### src/rtl/wdog_pkg.sv
package wdog_pkg;
  localparam int ADDR_W = 2;

  localparam logic [ADDR_W-1:0] A_CTRL   = 2'd0;
  localparam logic [ADDR_W-1:0] A_RELOAD = 2'd1;
  localparam logic [ADDR_W-1:0] A_COUNT  = 2'd2;

  // control register bit positions
  localparam int B_ARM   = 0;  // first step of the refresh pair
  localparam int B_FIRE  = 1;  // second step of the refresh pair
  localparam int B_RUN   = 2;  // read only: running
  localparam int B_CAUSE = 3;  // read only: last restart came from expiry
endpackage

### src/rtl/wdog_tick.sv
module wdog_tick #(
  parameter int BASE_DIV = 12,
  parameter int PRE_DIV  = 16
) (
  input  logic clk,
  input  logic rst,
  input  logic run_i,
  input  logic halt_i,
  input  logic clear_i,
  input  logic psel_i,
  output logic tick_o
);
  localparam int BW = (BASE_DIV > 1) ? $clog2(BASE_DIV) : 1;
  localparam int PW = (PRE_DIV > 1) ? $clog2(PRE_DIV) : 1;

  logic [BW-1:0] base_q;
  logic          base_end;
  logic          go;
  logic          base_tick;

  assign go        = run_i && !halt_i;
  assign base_end  = (base_q == BW'(BASE_DIV - 1));
  assign base_tick = go && base_end;

  always_ff @(posedge clk) begin
    if (rst || clear_i) begin
      base_q <= '0;
    end else if (go) begin
      base_q <= base_end ? '0 : base_q + 1'b1;
    end
  end

  generate
    if (PRE_DIV > 1) begin : g_pre
      logic [PW-1:0] pre_q;
      logic          pre_end;
      assign pre_end = (pre_q == PW'(PRE_DIV - 1));
      always_ff @(posedge clk) begin
        if (rst || clear_i) begin
          pre_q <= '0;
        end else if (base_tick && psel_i) begin
          pre_q <= pre_end ? '0 : pre_q + 1'b1;
        end
      end
      assign tick_o = base_tick && (!psel_i || pre_end);
    end else begin : g_nopre
      assign tick_o = base_tick;
    end
  endgenerate

  generate
    if (BASE_DIV > 1) begin : g_chk
      // base ticks are never back to back
      p_tick_gap_r4: assert property (@(posedge clk) disable iff (rst)
        base_tick |=> !base_tick);
    end
  endgenerate
endmodule

### src/rtl/wdog_core.sv
module wdog_core #(
  parameter int CNT_W = 15,
  parameter int RLD_W = 7
) (
  input  logic             clk,
  input  logic             rst,
  input  logic             start_pin_i,
  input  logic             halt_i,
  input  logic             tick_i,
  input  logic             refresh_i,
  input  logic [RLD_W:0]   reload_i,
  output logic             running_o,
  output logic             psel_o,
  output logic             cause_o,
  output logic             wrap_o,
  output logic             bite_o,
  output logic [RLD_W-1:0] count_hi_o
);
  localparam int LOW_W = CNT_W - RLD_W;

  logic [CNT_W-1:0] cnt_q;
  logic             run_q;
  logic             psel_q;
  logic             cause_q;
  logic             bite_q;

  // refresh outranks the expiring tick
  assign wrap_o = tick_i && (&cnt_q) && !refresh_i;

  always_ff @(posedge clk) begin
    if (rst) begin
      cnt_q   <= '0;
      run_q   <= start_pin_i;
      psel_q  <= 1'b0;
      cause_q <= 1'b0;
      bite_q  <= 1'b0;
    end else begin
      bite_q <= wrap_o;
      if (wrap_o) begin
        cnt_q   <= '0;
        run_q   <= start_pin_i;
        psel_q  <= 1'b0;
        cause_q <= 1'b1;
      end else if (refresh_i) begin
        cnt_q  <= {reload_i[RLD_W-1:0], {LOW_W{1'b0}}};
        run_q  <= 1'b1;
        psel_q <= reload_i[RLD_W];
      end else if (tick_i) begin
        cnt_q <= cnt_q + 1'b1;
      end
    end
  end

  assign running_o  = run_q;
  assign psel_o     = psel_q;
  assign cause_o    = cause_q;
  assign bite_o     = bite_q;
  assign count_hi_o = cnt_q[CNT_W-1 -: RLD_W];

  p_bite_pulse_r4: assert property (@(posedge clk) disable iff (rst)
    bite_q |=> !bite_q);
  p_bite_flag_r9: assert property (@(posedge clk) disable iff (rst)
    bite_q |-> cause_q);
  p_refresh_load_r2: assert property (@(posedge clk) disable iff (rst)
    refresh_i |=> (cnt_q == {$past(reload_i[RLD_W-1:0]), {LOW_W{1'b0}}}) && run_q);
  p_keep_running_r8: assert property (@(posedge clk) disable iff (rst)
    run_q && !wrap_o |=> run_q);
  p_halt_hold_r6: assert property (@(posedge clk) disable iff (rst)
    halt_i && !refresh_i |=> $stable(cnt_q));
  p_stopped_quiet_r7: assert property (@(posedge clk) disable iff (rst)
    !run_q && !refresh_i |=> $stable(cnt_q) && !bite_q);
endmodule

### src/rtl/wdog_regs.sv
module wdog_regs
  import wdog_pkg::*;
#(
  parameter int DATA_W = 8,
  parameter int RLD_W  = DATA_W - 1
) (
  input  logic              clk,
  input  logic              rst,
  input  logic              bus_we,
  input  logic [ADDR_W-1:0] bus_addr,
  input  logic [DATA_W-1:0] bus_wdata,
  input  logic              wrap_i,
  input  logic              running_i,
  input  logic              cause_i,
  input  logic [RLD_W-1:0]  count_hi_i,
  output logic [DATA_W-1:0] bus_rdata,
  output logic              refresh_o,
  output logic [DATA_W-1:0] reload_o
);
  logic              arm_q;
  logic [DATA_W-1:0] rld_q;
  logic              ctrl_wr;
  logic [DATA_W-1:0] ctrl_view;

  assign ctrl_wr   = bus_we && (bus_addr == A_CTRL);
  assign refresh_o = ctrl_wr && bus_wdata[B_FIRE] && arm_q;

  always_ff @(posedge clk) begin
    if (rst || wrap_i) begin
      arm_q <= 1'b0;
      rld_q <= '0;
    end else if (bus_we) begin
      // every write either arms the pair or breaks it
      arm_q <= ctrl_wr && bus_wdata[B_ARM] && !refresh_o;
      if (bus_addr == A_RELOAD) rld_q <= bus_wdata;
    end
  end

  always_comb begin
    ctrl_view          = '0;
    ctrl_view[B_ARM]   = arm_q;
    ctrl_view[B_RUN]   = running_i;
    ctrl_view[B_CAUSE] = cause_i;
  end

  always_ff @(posedge clk) begin
    if (rst) begin
      bus_rdata <= '0;
    end else begin
      case (bus_addr)
        A_CTRL:   bus_rdata <= ctrl_view;
        A_RELOAD: bus_rdata <= rld_q;
        A_COUNT:  bus_rdata <= {{(DATA_W-RLD_W){1'b0}}, count_hi_i};
        default:  bus_rdata <= '0;
      endcase
    end
  end

  assign reload_o = rld_q;

  // a write that is not an arming control write leaves the pair disarmed
  p_arm_broken_r3: assert property (@(posedge clk) disable iff (rst)
    bus_we && !(ctrl_wr && bus_wdata[B_ARM]) |=> !arm_q);
endmodule

### src/rtl/wdog_guard.sv
module wdog_guard
  import wdog_pkg::*;
#(
  parameter int DATA_W   = 8,
  parameter int CNT_W    = 15,
  parameter int BASE_DIV = 12,
  parameter int PRE_DIV  = 16
) (
  input  logic              clk,
  input  logic              rst,
  input  logic              start_pin,
  input  logic              halt,
  input  logic              bus_we,
  input  logic [ADDR_W-1:0] bus_addr,
  input  logic [DATA_W-1:0] bus_wdata,
  output logic [DATA_W-1:0] bus_rdata,
  output logic              bite
);
  localparam int RLD_W = DATA_W - 1;

  logic              refresh;
  logic              wrap;
  logic              running;
  logic              psel;
  logic              cause;
  logic              tick;
  logic [DATA_W-1:0] reload;
  logic [RLD_W-1:0]  count_hi;

  wdog_regs #(.DATA_W(DATA_W), .RLD_W(RLD_W)) u_regs (
    .clk(clk), .rst(rst),
    .bus_we(bus_we), .bus_addr(bus_addr), .bus_wdata(bus_wdata),
    .wrap_i(wrap), .running_i(running), .cause_i(cause), .count_hi_i(count_hi),
    .bus_rdata(bus_rdata), .refresh_o(refresh), .reload_o(reload)
  );

  wdog_tick #(.BASE_DIV(BASE_DIV), .PRE_DIV(PRE_DIV)) u_tick (
    .clk(clk), .rst(rst), .run_i(running), .halt_i(halt),
    .clear_i(refresh || wrap), .psel_i(psel), .tick_o(tick)
  );

  wdog_core #(.CNT_W(CNT_W), .RLD_W(RLD_W)) u_core (
    .clk(clk), .rst(rst), .start_pin_i(start_pin), .halt_i(halt),
    .tick_i(tick), .refresh_i(refresh), .reload_i(reload),
    .running_o(running), .psel_o(psel), .cause_o(cause),
    .wrap_o(wrap), .bite_o(bite), .count_hi_o(count_hi)
  );
endmodule

### config.mk
export PLATFORM = sky130hd
export DESIGN_NAME = wdog_guard
export DESIGN_NICKNAME = d
export VERILOG_FILES = /design/src/rtl/wdog_pkg.sv /design/src/rtl/wdog_tick.sv /design/src/rtl/wdog_core.sv /design/src/rtl/wdog_regs.sv /design/src/rtl/wdog_guard.sv
export SDC_FILE = /design/constraint.sdc
export NUM_CORES = 1
export LEC_CHECK = 0
export BUFFER_PORTS_ARGS = -buffer_cell sky130_fd_sc_hd__buf_2
export CORE_MARGIN = 3
export CORE_UTILIZATION = 58
export CTS_CLUSTER_DIAMETER = 40
export CTS_CLUSTER_SIZE = 24
export DETAILED_ROUTE_END_ITERATION = 8
export PLACE_DENSITY = 0.82
export SYNTH_ARGS = -nofsm -noshare
export SYNTH_HDL_FRONTEND = slang
export SYNTH_HIERARCHICAL = 1
export SYNTH_SLANG_ARGS = --single-unit
### constraint.sdc
create_clock -name clk -period 3.4 [get_ports clk]
set_input_delay 0.17 -clock clk [delete_from_list [all_inputs] [get_ports clk]]
set_output_delay 0.17 -clock clk [all_outputs]
set_load 0.05 [all_outputs]
Word level (Yosys, flattened, before mapping)
Index checks and enable logic that the tools add are counted.
Widths: inputs -> output; s select.
- bits in registers: 44
- bits in latches: 0
- memory bits (writable): 0
- memory bits (read-only): 0
- input port bits: 15
- output and inout port bits: 9
- word-level logic and storage cells: 51
- memories kept: 0
- add/subtract/negate cells: 3
- multipliers: 0
- divide/modulo/power cells: 0
- $lt $le $gt $ge: 0
- equal/unequal tests: 4
- shift operators: 0
- mux-type cells: 8
- bitwise gates (word level): 0
- reduce and logical (&&, ||, !) cells: 25
- operator list (cell ; number):
    $mux 15 ; 2
    $pmux 8 s3 ; 1
    $add 15x1->15 const B ; 1
    $reduce_and 15->1 ; 1
    $logic_and 1x1->1 ; 11
    $add 4x1->4 const B ; 2
    $eq 4x4->1 const B ; 2
    $mux 4 ; 2
    $logic_or 1x1->1 ; 4
    $logic_not 1->1 ; 3
    $mux 1 ; 3
    $reduce_bool 3->1 ; 1
    $reduce_or 3->1 ; 1
    $eq 2x1->1 const B ; 1
    $eq 2x2->1 const B ; 1
    $logic_not 2->1 ; 1
    $reduce_and 2->1 ; 1
    $reduce_bool 2->1 ; 1
    $reduce_or 2->1 ; 1

Depth between registers and ports, before layout
Gate-level depths: netlist (run 1).
- word-level depth: 8
- mapped depth: 12
- depth with buffers taken out: 11

Hierarchy
The synthesis (run 1) kept the hierarchy.
- modules (own cells, without submodules) (module ; times used ; cells each ; area an instance (um2) ; seq. area each (um2)):
    wdog_core ; 1 ; 120 ; 1023.5 ; 390.4
    wdog_regs ; 1 ; 79 ; 840.8 ; 340.3
    wdog_tick ; 1 ; 44 ; 385.4 ; 160.2
    wdog_guard ; 1 ; 1 ; 6.3 ; 0.0

Worst setup path before layout (run 1)
Ideal clock, no wire load.
- path type: register -> register
- start point: register u_tick.base_q[0]
- end point: register u_regs.rld_q[5] (netlist: u_regs/reload_o[5])
- setup time: 0.121 ns
- arrival: 2.323 ns
- required time: 3.279 ns
- slack: 0.956 ns
- cell stages (with the launch flop): 13
- path buffers: 2
- period minus slack after synthesis: 2.444 ns
- path through: dfxtp_1 > ha_1 > and4bb_1 > and2_1 > a21boi_0 > nand2_1 > nor2_1 > nand4_1 > inv_1 > buf_2 > buf_2 > nor3b_1 > mux2_4
- cells in the longest elaborated chain, start to end: 6
- ends and longest elaborated chain (what ; RTL line ; RTL):
    from (decl) ; wdog_tick.sv:16 ; logic [BW-1:0] base_q;
    from (signal assigned) ; wdog_tick.sv:29 ; base_q <= base_end ? '0 : base_q + 1'b1;
    $eq 4x4->1 ; wdog_tick.sv:22 ; assign base_end = (base_q == BW'(BASE_DIV - 1));
    $logic_and 1x1->1 ; wdog_tick.sv:23 ; assign base_tick = go && base_end;
    $logic_and 1x1->1 ; wdog_tick.sv:45 ; assign tick_o = base_tick && (!psel_i || pre_end);
    named net tick ; wdog_guard.sv:26 ; logic tick;
    $logic_and 1x1->1 (2 in a row) ; wdog_core.sv:28 ; assign wrap_o = tick_i && (&cnt_q) && !refresh_i;
    named net wrap ; wdog_guard.sv:22 ; logic wrap;
    $logic_or 1x1->1 ; wdog_regs.sv:29 ; if (rst || wrap_i) begin
    to (signal assigned) ; wdog_regs.sv:35 ; if (bus_addr == A_RELOAD) rld_q <= bus_wdata;
    to (decl) ; wdog_regs.sv:21 ; logic [DATA_W-1:0] rld_q;
The timed path passes the listed nets, and every way through them passes these cells.
A chain may end at the register's enable or synchronous reset.

Worst setup path in the final report (run 1)
- start point: register u_tick.base_q[0]
- end point: register u_regs.rld_q[4] (netlist: u_regs/reload_o[4])
Same word-level chain as after synthesis.

==> results of run 1 <==
[how the worst max path moves through the flow]
| stage | endpoint | slack [ns] | cells past startpoint | from |
|---|---|---|---|---|
| finish | u_regs/reload_o[4] | 0.86 | 12 | u_tick/base_q[0] |
| global route | u_regs/reload_o[4] | 0.56 | 12 | u_tick/base_q[0] |
| CTS | u_regs/reload_o[4] | 0.86 | 12 | u_tick/base_q[0] |
| detailed placement | u_regs/reload_o[4] | 0.88 | 12 | u_tick/base_q[0] |
| global placement | u_tick/base_q[0] | 0.92 | 12 | u_tick/base_q[0] |
| floorplan | u_regs/reload_o[5] | 0.96 | 12 | u_tick/base_q[0] |
[metrics by stage]
stage	area, um^2	hold WS (ns)	worst slack (ns)	total power (W)	utilization, %
5_1_grt	2430	0.137	0.558	0.000952	65.3
2_1_floorplan	2260	0.239	0.956	0.000585	-
6_report	2430	0.148	0.856	0.000918	65.3
3_3_place_gp	2340	0.438	0.920	0.000600	62.9
4_1_cts	2430	0.143	0.860	0.000925	65.3
3_5_place_dp	2340	0.444	0.881	0.000602	62.9
[cells in the final DEF, fill, tap and decap left out, drive strengths merged, types with 3 or more instances in the layout]
cell	n
dfxtp	43
buf	26
nor2	21
nor3b	17
nand2	15
nand4	13
a21oi	12
xor2	8
nand3b	8
mux2	8
clkbuf	8
mux2i	7
nor3	6
inv	6
nand3	5
nand2b	5
xnor2	5
nor2b	4
or2	4
ha	3
o32ai	3
[per-layer routing]
| metal | vias up | wire [um] |
|---|---|---|
| li1 | 897 | - |
| met2 | 44 | 2100 |
| met3 | 4 | 208 |
| met1 | 813 | 2040 |
| met4 | 0 | 40 |
| met5 | - | 0 |
[sequential cells by signal (all words and copies together) (netlist names)]
name and flops:
u_core/bite_o 1, u_core/cause_o 1, u_core/cnt_q 15, u_core/psel_o 1, u_core/running_o 1, u_regs/arm_q 1, u_regs/bus_rdata 8, u_regs/reload_o 8
u_tick/base_q 4, u_tick/g_pre.pre_q 4
[kinds of logic (layout without fill, tap and decap cells)]
logic type,after synthesis,after routing,share of synthesized area [%]
AND/OR/NAND/NOR,114,114,30.4
XOR/XNOR,13,13,5.05
adder cells (fa/ha/maj),3,3,1.66
flip-flops,44,44,39.5
buffers and inverters,26,40,6.21
multiplexers,15,15,8.43
AO/OA/AOI/OAI,29,29,8.76
[final cells by class]
class / instances / area (um^2) / area share [%]
multi-input cells: 174 / 1220 / 50.5
flip-flops and latches: 44 / 891 / 36.7
repair buffers: 26 / 138 / 5.67
clock buffers: 8 / 90.1 / 3.71
well taps: 48 / 60.1 / 2.48
inverters: 6 / 22.5 / 0.928
[worst max-delay path, cell delays in order (launching register included)]
cell and delay (ns):
dfxtp_1 0.37, ha_1 0.17, and4bb_1 0.27, and2_1 0.20, a21boi_0 0.19, buf_4 0.22
nand2_1 0.10, nor2_1 0.09, nand4_1 0.12, inv_1 0.11, buf_4 0.22, nor3b_1 0.08
mux2_4 0.29
[where the power goes]
| group | switching, W | internal, W |
|---|---|---|
| combinational | 0.0000322 | 0.0000271 |
| sequential | 0.00000617 | 0.000524 |
| clock | 0.000162 | 0.000166 |
| total | 0.000200 | 0.000717 |
==> run metrics, run 1 <==
Crit Reg-Reg Startpoint u_tick/base_q[0]; met3 Track Usage GR 5.09%; Main synth FF type dfxtp_1; worst skew pair latency 0.29 ns; worst r2r dst u_regs/reload_o[4]; row count 22; port bufs 23; Net Count, Synth 262; CP Capture Type register; Avg Cell Area, Syn 9.25 um^2; Routed Antenna Nets 0; static leakage 0.956 nW; CTS tree built; number of fill cells 306; post-cts gate resize count 0; Worst-Margin Slew between 0.5 and 0.6 ns; Clock Path Buffers 2; HP Class in2reg; initial drt markers 90; top cells by count, synth dfxtp_1 (43), nor2_1 (21), nor3b_1 (17); Max VDD drop 0.000250 V; CTS clock-pin slew for the worst setup and hold paths approximately 0.070 ns; RSZ-0062 raised after global routing false; CTS hold repair buffers 0; Finished Layout Cells 306; final hold vios 0; placed wire-length estimate 3.20 mm; Initial Util 60.7%; Post-CTS Setup Repair Bufs 0; min Tclk post-route 2.54 ns; Seq cells post-synth 44; top-count cell post-synth dfxtp_1; setup TNS 0 ns; crit share post-route 74.8%; DRT Pass-1 Iters 4; full die area 0.00467 mm^2; share of layout cells above drive strength 1 18.2%; grt met2 use 33.7%; Max Slew Vio Count 0; vias in the first global route 1,595; vias per cell 5.75; gr busiest metal met2; GRT Util Overall a little over 20%; Reg2Reg Setup Slack 0.86 ns; HP Start start_pin; GRT Residual Overflow 0; CTS Buf Count 5; Max Clk Rate 393 MHz; WP data required ~3.6 ns; Detailed Route WL 4.40 mm; CTS root buffer clkbuf_8; I/O pins 24; element type at the critical path start register; Die H 68.4 um; Max Clock Skew roughly 0.0097 ns; setup violators final 0; Hold Path Depth 2; placed cells 298; Synth top area share 38.2%; area leader, netlist dfxtp_1; worst endpoint data arrival time 2.72 ns; M1 GR Usage between 20% and 30%; outcome finished, final reports clean; largest net degree at the start of global routing 35; initial antenna violation count 0; post-synthesis sequential area ratio 39.5%; YS warnings 6; first-pass GRT wire length 7.20 mm; P per Cell Area 378 mW/mm^2; Routability Congestion 0.882; diode count 0; core area 0.00372 mm^2; Crit Path Category reg2reg; Min-Delay Endpoint u_core/running_o; CTS H-tree lvls 2; top post-synthesis cells by area dfxtp_1 (38%), nor3b_1 (5.7%), mux2_4 (5.3%); die width slightly below 70 um; number of synthesized flops with an enable pin 1; final net count 275; maxcap violations 0; P&R area growth vs syn 7.54%; normalized max-slew margin approximately three fifths; crit path max fanout 18; WL/cell 14.4 um; # clock sinks 44; Syn Inst Count roughly 240; r2r worst-path depth 12; asr flop ratio synth 0%; Mapped Area 0.00226 mm^2; synth unique cells 51; drt drc 0; Vias 1,758
Note: power is estimated with default switching activity, not from simulation.
==> run 2: changes to the inputs <==
--- a/config.mk
+++ b/config.mk
@@ -5,6 +5,7 @@
 export SDC_FILE = /design/constraint.sdc
 export NUM_CORES = 1
 export LEC_CHECK = 0
+export ABC_AREA = 1
 export BUFFER_PORTS_ARGS = -buffer_cell sky130_fd_sc_hd__buf_2
 export CORE_MARGIN = 3
 export CORE_UTILIZATION = 58
==> constraint.sdc (replaced) <==
create_clock -name clk -period 2.7 [get_ports clk]
set_input_delay 0.135 -clock clk [delete_from_list [all_inputs] [get_ports clk]]
set_output_delay 0.135 -clock clk [all_outputs]
set_load 0.05 [all_outputs]
==> run metrics, run 2 <==
outcome finished, final reports clean (unchanged); Max Clk Rate 455 MHz (was 393 MHz); Mapped Area 0.00233 mm^2 (was 0.00226 mm^2); crit share post-route 81.3% (was 74.8%); GRT Util Overall 19.7% (was 20.4%); Vias 2,044 (was 1,758); Avg Cell Area, Syn 7.25 um^2 (was 9.25 um^2); largest net degree at the start of global routing 17 (was 35); worst endpoint data arrival time 2.24 ns (was 2.72 ns); crit path from u_tick/base_q[1] (was u_tick/base_q[0]); maxcap violations 0 (unchanged); WL/cell 11.8 um (was 14.4 um); HP Start bus_wdata[2] (was start_pin); setup violators final 0 (unchanged); CTS H-tree lvls 2 (unchanged); number of synthesized flops with an enable pin 1 (unchanged); Max VDD drop 0.000225 V (was 0.000250 V); pre-CTS setup slack 0.580 ns (was 0.881 ns); area leader, netlist dfxtp_1 (unchanged); Routed Antenna Nets 0 (unchanged); drt drc 0 (unchanged); vias per cell 5.23 (was 5.75); element type at the critical path start register (unchanged); most common library cell in the layout ignoring fill and taps nand2_1 (was dfxtp_1); Crit Reg-Reg Startpoint u_tick/base_q[1] (was u_tick/base_q[0]); asr flop ratio synth 0% (unchanged); static leakage 1.24 nW (was 0.956 nW); Finished Layout Cells 391 (was 306); first-pass GRT wire length 7.86 mm (was 7.20 mm); CTS hold repair buffers 0 (unchanged); top post-synthesis cells by area dfxtp_1 (37%), nand2_1 (13%), nor2_1 (8.4%) (was dfxtp_1 (38%), nor3b_1 (5.7%), mux2_4 (5.3%)); most frequent cells in the layout nand2_1 (82), nor2_1 (52), dfxtp_1 (43) (was dfxtp_1 (43), buf_2 (23), nor2_1 (21)); Max Clock Skew 0.00601 ns (was 0.00966 ns); P per Cell Area 497 mW/mm^2 (was 378 mW/mm^2); DRT Pass-1 Iters 6 (was 4); CTS Buf Count 5 (unchanged); RSZ-0062 raised after global routing false (unchanged); final net count 360 (was 275); Synth top area share 37.0% (was 38.2%); core area 0.00377 mm^2 (was 0.00372 mm^2); share of layout cells above drive strength 1 17.5% (was 18.2%); placed wire-length estimate 3.40 mm (was 3.20 mm); YS warnings 6 (unchanged); WP buf/inv 2 (was 3); crit-path cells ha_1 > nand2_2 > nor2_4 > nand2_4 > a21oi_1 > buf_4 > nand2_2 > nor2_2 > nand4_4 > nand2_4 > inv_4 > or2_1 (was ha_1 > and4bb_1 > and2_1 > a21boi_0 > buf_4 > nand2_1 > nor2_1 > nand4_1 > inv_1 > buf_4 > nor3b_1 > mux2_4); placed cells 383 (was 298); Reg with most FFs u_core/cnt_q (unchanged); CTS root buffer clkbuf_8 (unchanged); GRT Residual Overflow 0 (unchanged); crit path max fanout 8 (was 18); WP data required 2.75 ns (was 3.58 ns); row count 22 (unchanged); CTS tree built (unchanged); worst skew pair latency 0.30 ns (was 0.29 ns); diode count 0 (unchanged); top-count cell post-synth nand2_1 (was dfxtp_1); # clock sinks 44 (unchanged); full die area 0.00481 mm^2 (was 0.00467 mm^2); Crit Path Category reg2reg (unchanged); Seq cells post-synth 44 (unchanged); Main synth FF type dfxtp_1 (unchanged); Post-CTS Setup Repair Bufs 0 (unchanged); setup TNS 0 ns (unchanged); number of fill cells 316 (was 306); Worst-Margin Slew 0.486 ns (was 0.595 ns); CP Capture Type register (unchanged); Clock Path Buffers 2 (unchanged); post-cts gate resize count 0 (unchanged); Worst path max stage delay 0.37 ns (about the same); Detailed Route WL 4.62 mm (was 4.40 mm); largest delay contributor family on the critical path simple AND/OR/NAND/NOR gates (unchanged); vias in the first global route 1,842 (was 1,595); post-synthesis sequential area ratio 38.3% (was 39.5%); Net Count, Synth 339 (was 262); min Tclk post-route 2.20 ns (was 2.54 ns); HP Class in2reg (unchanged); max reg flops 15 (unchanged); Slowest-stage cell, CP dfxtp_1 (unchanged); initial antenna violation count 0 (unchanged); Routability Congestion 0.885 (was 0.882); die width 69.3 um (was 68.4 um); normalized max-slew margin 67.5% (was 60.3%); Initial Util 61.7% (was 60.7%); Die H 69.3 um (was 68.4 um); initial drt markers 182 (was 90); Max Slew Vio Count 0 (unchanged); top cells by count, synth nand2_1 (82), nor2_1 (52), dfxtp_1 (43) (was dfxtp_1 (43), nor2_1 (21), nor3b_1 (17)); CTS clock-pin slew for the worst setup and hold paths 0.08 ns (was 0.07 ns); setup ws final 0.504 ns (was 0.856 ns); P&R area growth vs syn 9.78% (was 7.54%); Syn Inst Count 321 (was 244); synth unique cells 32 (was 51); final hold vios 0 (unchanged); I/O pins 24 (unchanged); port bufs 23 (unchanged)
-- run 2: per-stage QoR --
stage	hold WS (ns)	power (W)	util (%)	area, um^2
floorplan	0.207	0.000736	-	2330
CTS	0.0541	0.00128	67.8	2550
global placement	0.356	0.000761	64.5	2430
finish	0.0559	0.00127	67.8	2550
global route	0.0515	0.00132	67.8	2550
detailed placement	0.364	0.000762	64.5	2430
-- run 2: cell families (layout without fill, tap and decap cells) --
group | after synthesis | count (layout) | share of synthesized area [%]
flip-flops | 44 | 44 | 38.3
AND/OR/NAND/NOR | 190 | 190 | 39.8
buffers and inverters | 47 | 69 | 9.62
multiplexers | 1 | 1 | 0.430
XOR/XNOR | 9 | 9 | 3.39
AO/OA/AOI/OAI | 27 | 27 | 6.88
adder cells (fa/ha/maj) | 3 | 3 | 1.61
-- run 2: final cells by class --
class / count / area (um^2) / area share (%)
timing repair buffer: 25 / 130 / 5.09
inverter: 36 / 140 / 5.48
clock buffer: 6 / 82.6 / 3.23
multi-input combinational: 230 / 1210 / 47.5
sequential: 44 / 891 / 34.9
clock inverter: 2 / 38.8 / 1.52
tap: 48 / 60.1 / 2.35
-- run 2: report_power, final --
group	leakage [nW]	internal [W]	switching [W]	total, W
combinational	0.818	0.0000248	0.0000509	0.0000756
sequential	0.357	0.000662	0.00000937	0.000672
clock	0.0614	0.000302	0.000221	0.000523
-- run 2: worst min-delay path, delay by kind of cell --
family | cells | cell delay [ns]
buf+inv | 1 | 0.07
simple gates | 2 | 0.11
-- run 2: worst paths after layout --
kind | end | slack, ns | cells past startpoint
setup / recovery | u_core/running_o | 0.50 | 12
hold / removal | u_regs/reload_o[2] | 0.06 | 3
setup reg to reg | u_core/running_o | 0.50 | 12
hold reg to reg | u_core/psel_o | 0.47 | 2
-- run 2: layer usage --
| metal | part of all wire, % | global-route usage [%] | wire [um] | vias to the layer above |
|---|---|---|---|---|
| li1 | - | - | - | 1044 |
| met1 | 45 | 25.1 | 2070 | 903 |
| met2 | 47 | 32.1 | 2180 | 82 |
| met3 | 6.6 | 5.07 | 305 | 15 |
| met4 | 1.5 | 7.16 | 68 | 0 |
| met5 | 0 | 0 | 0 | - |
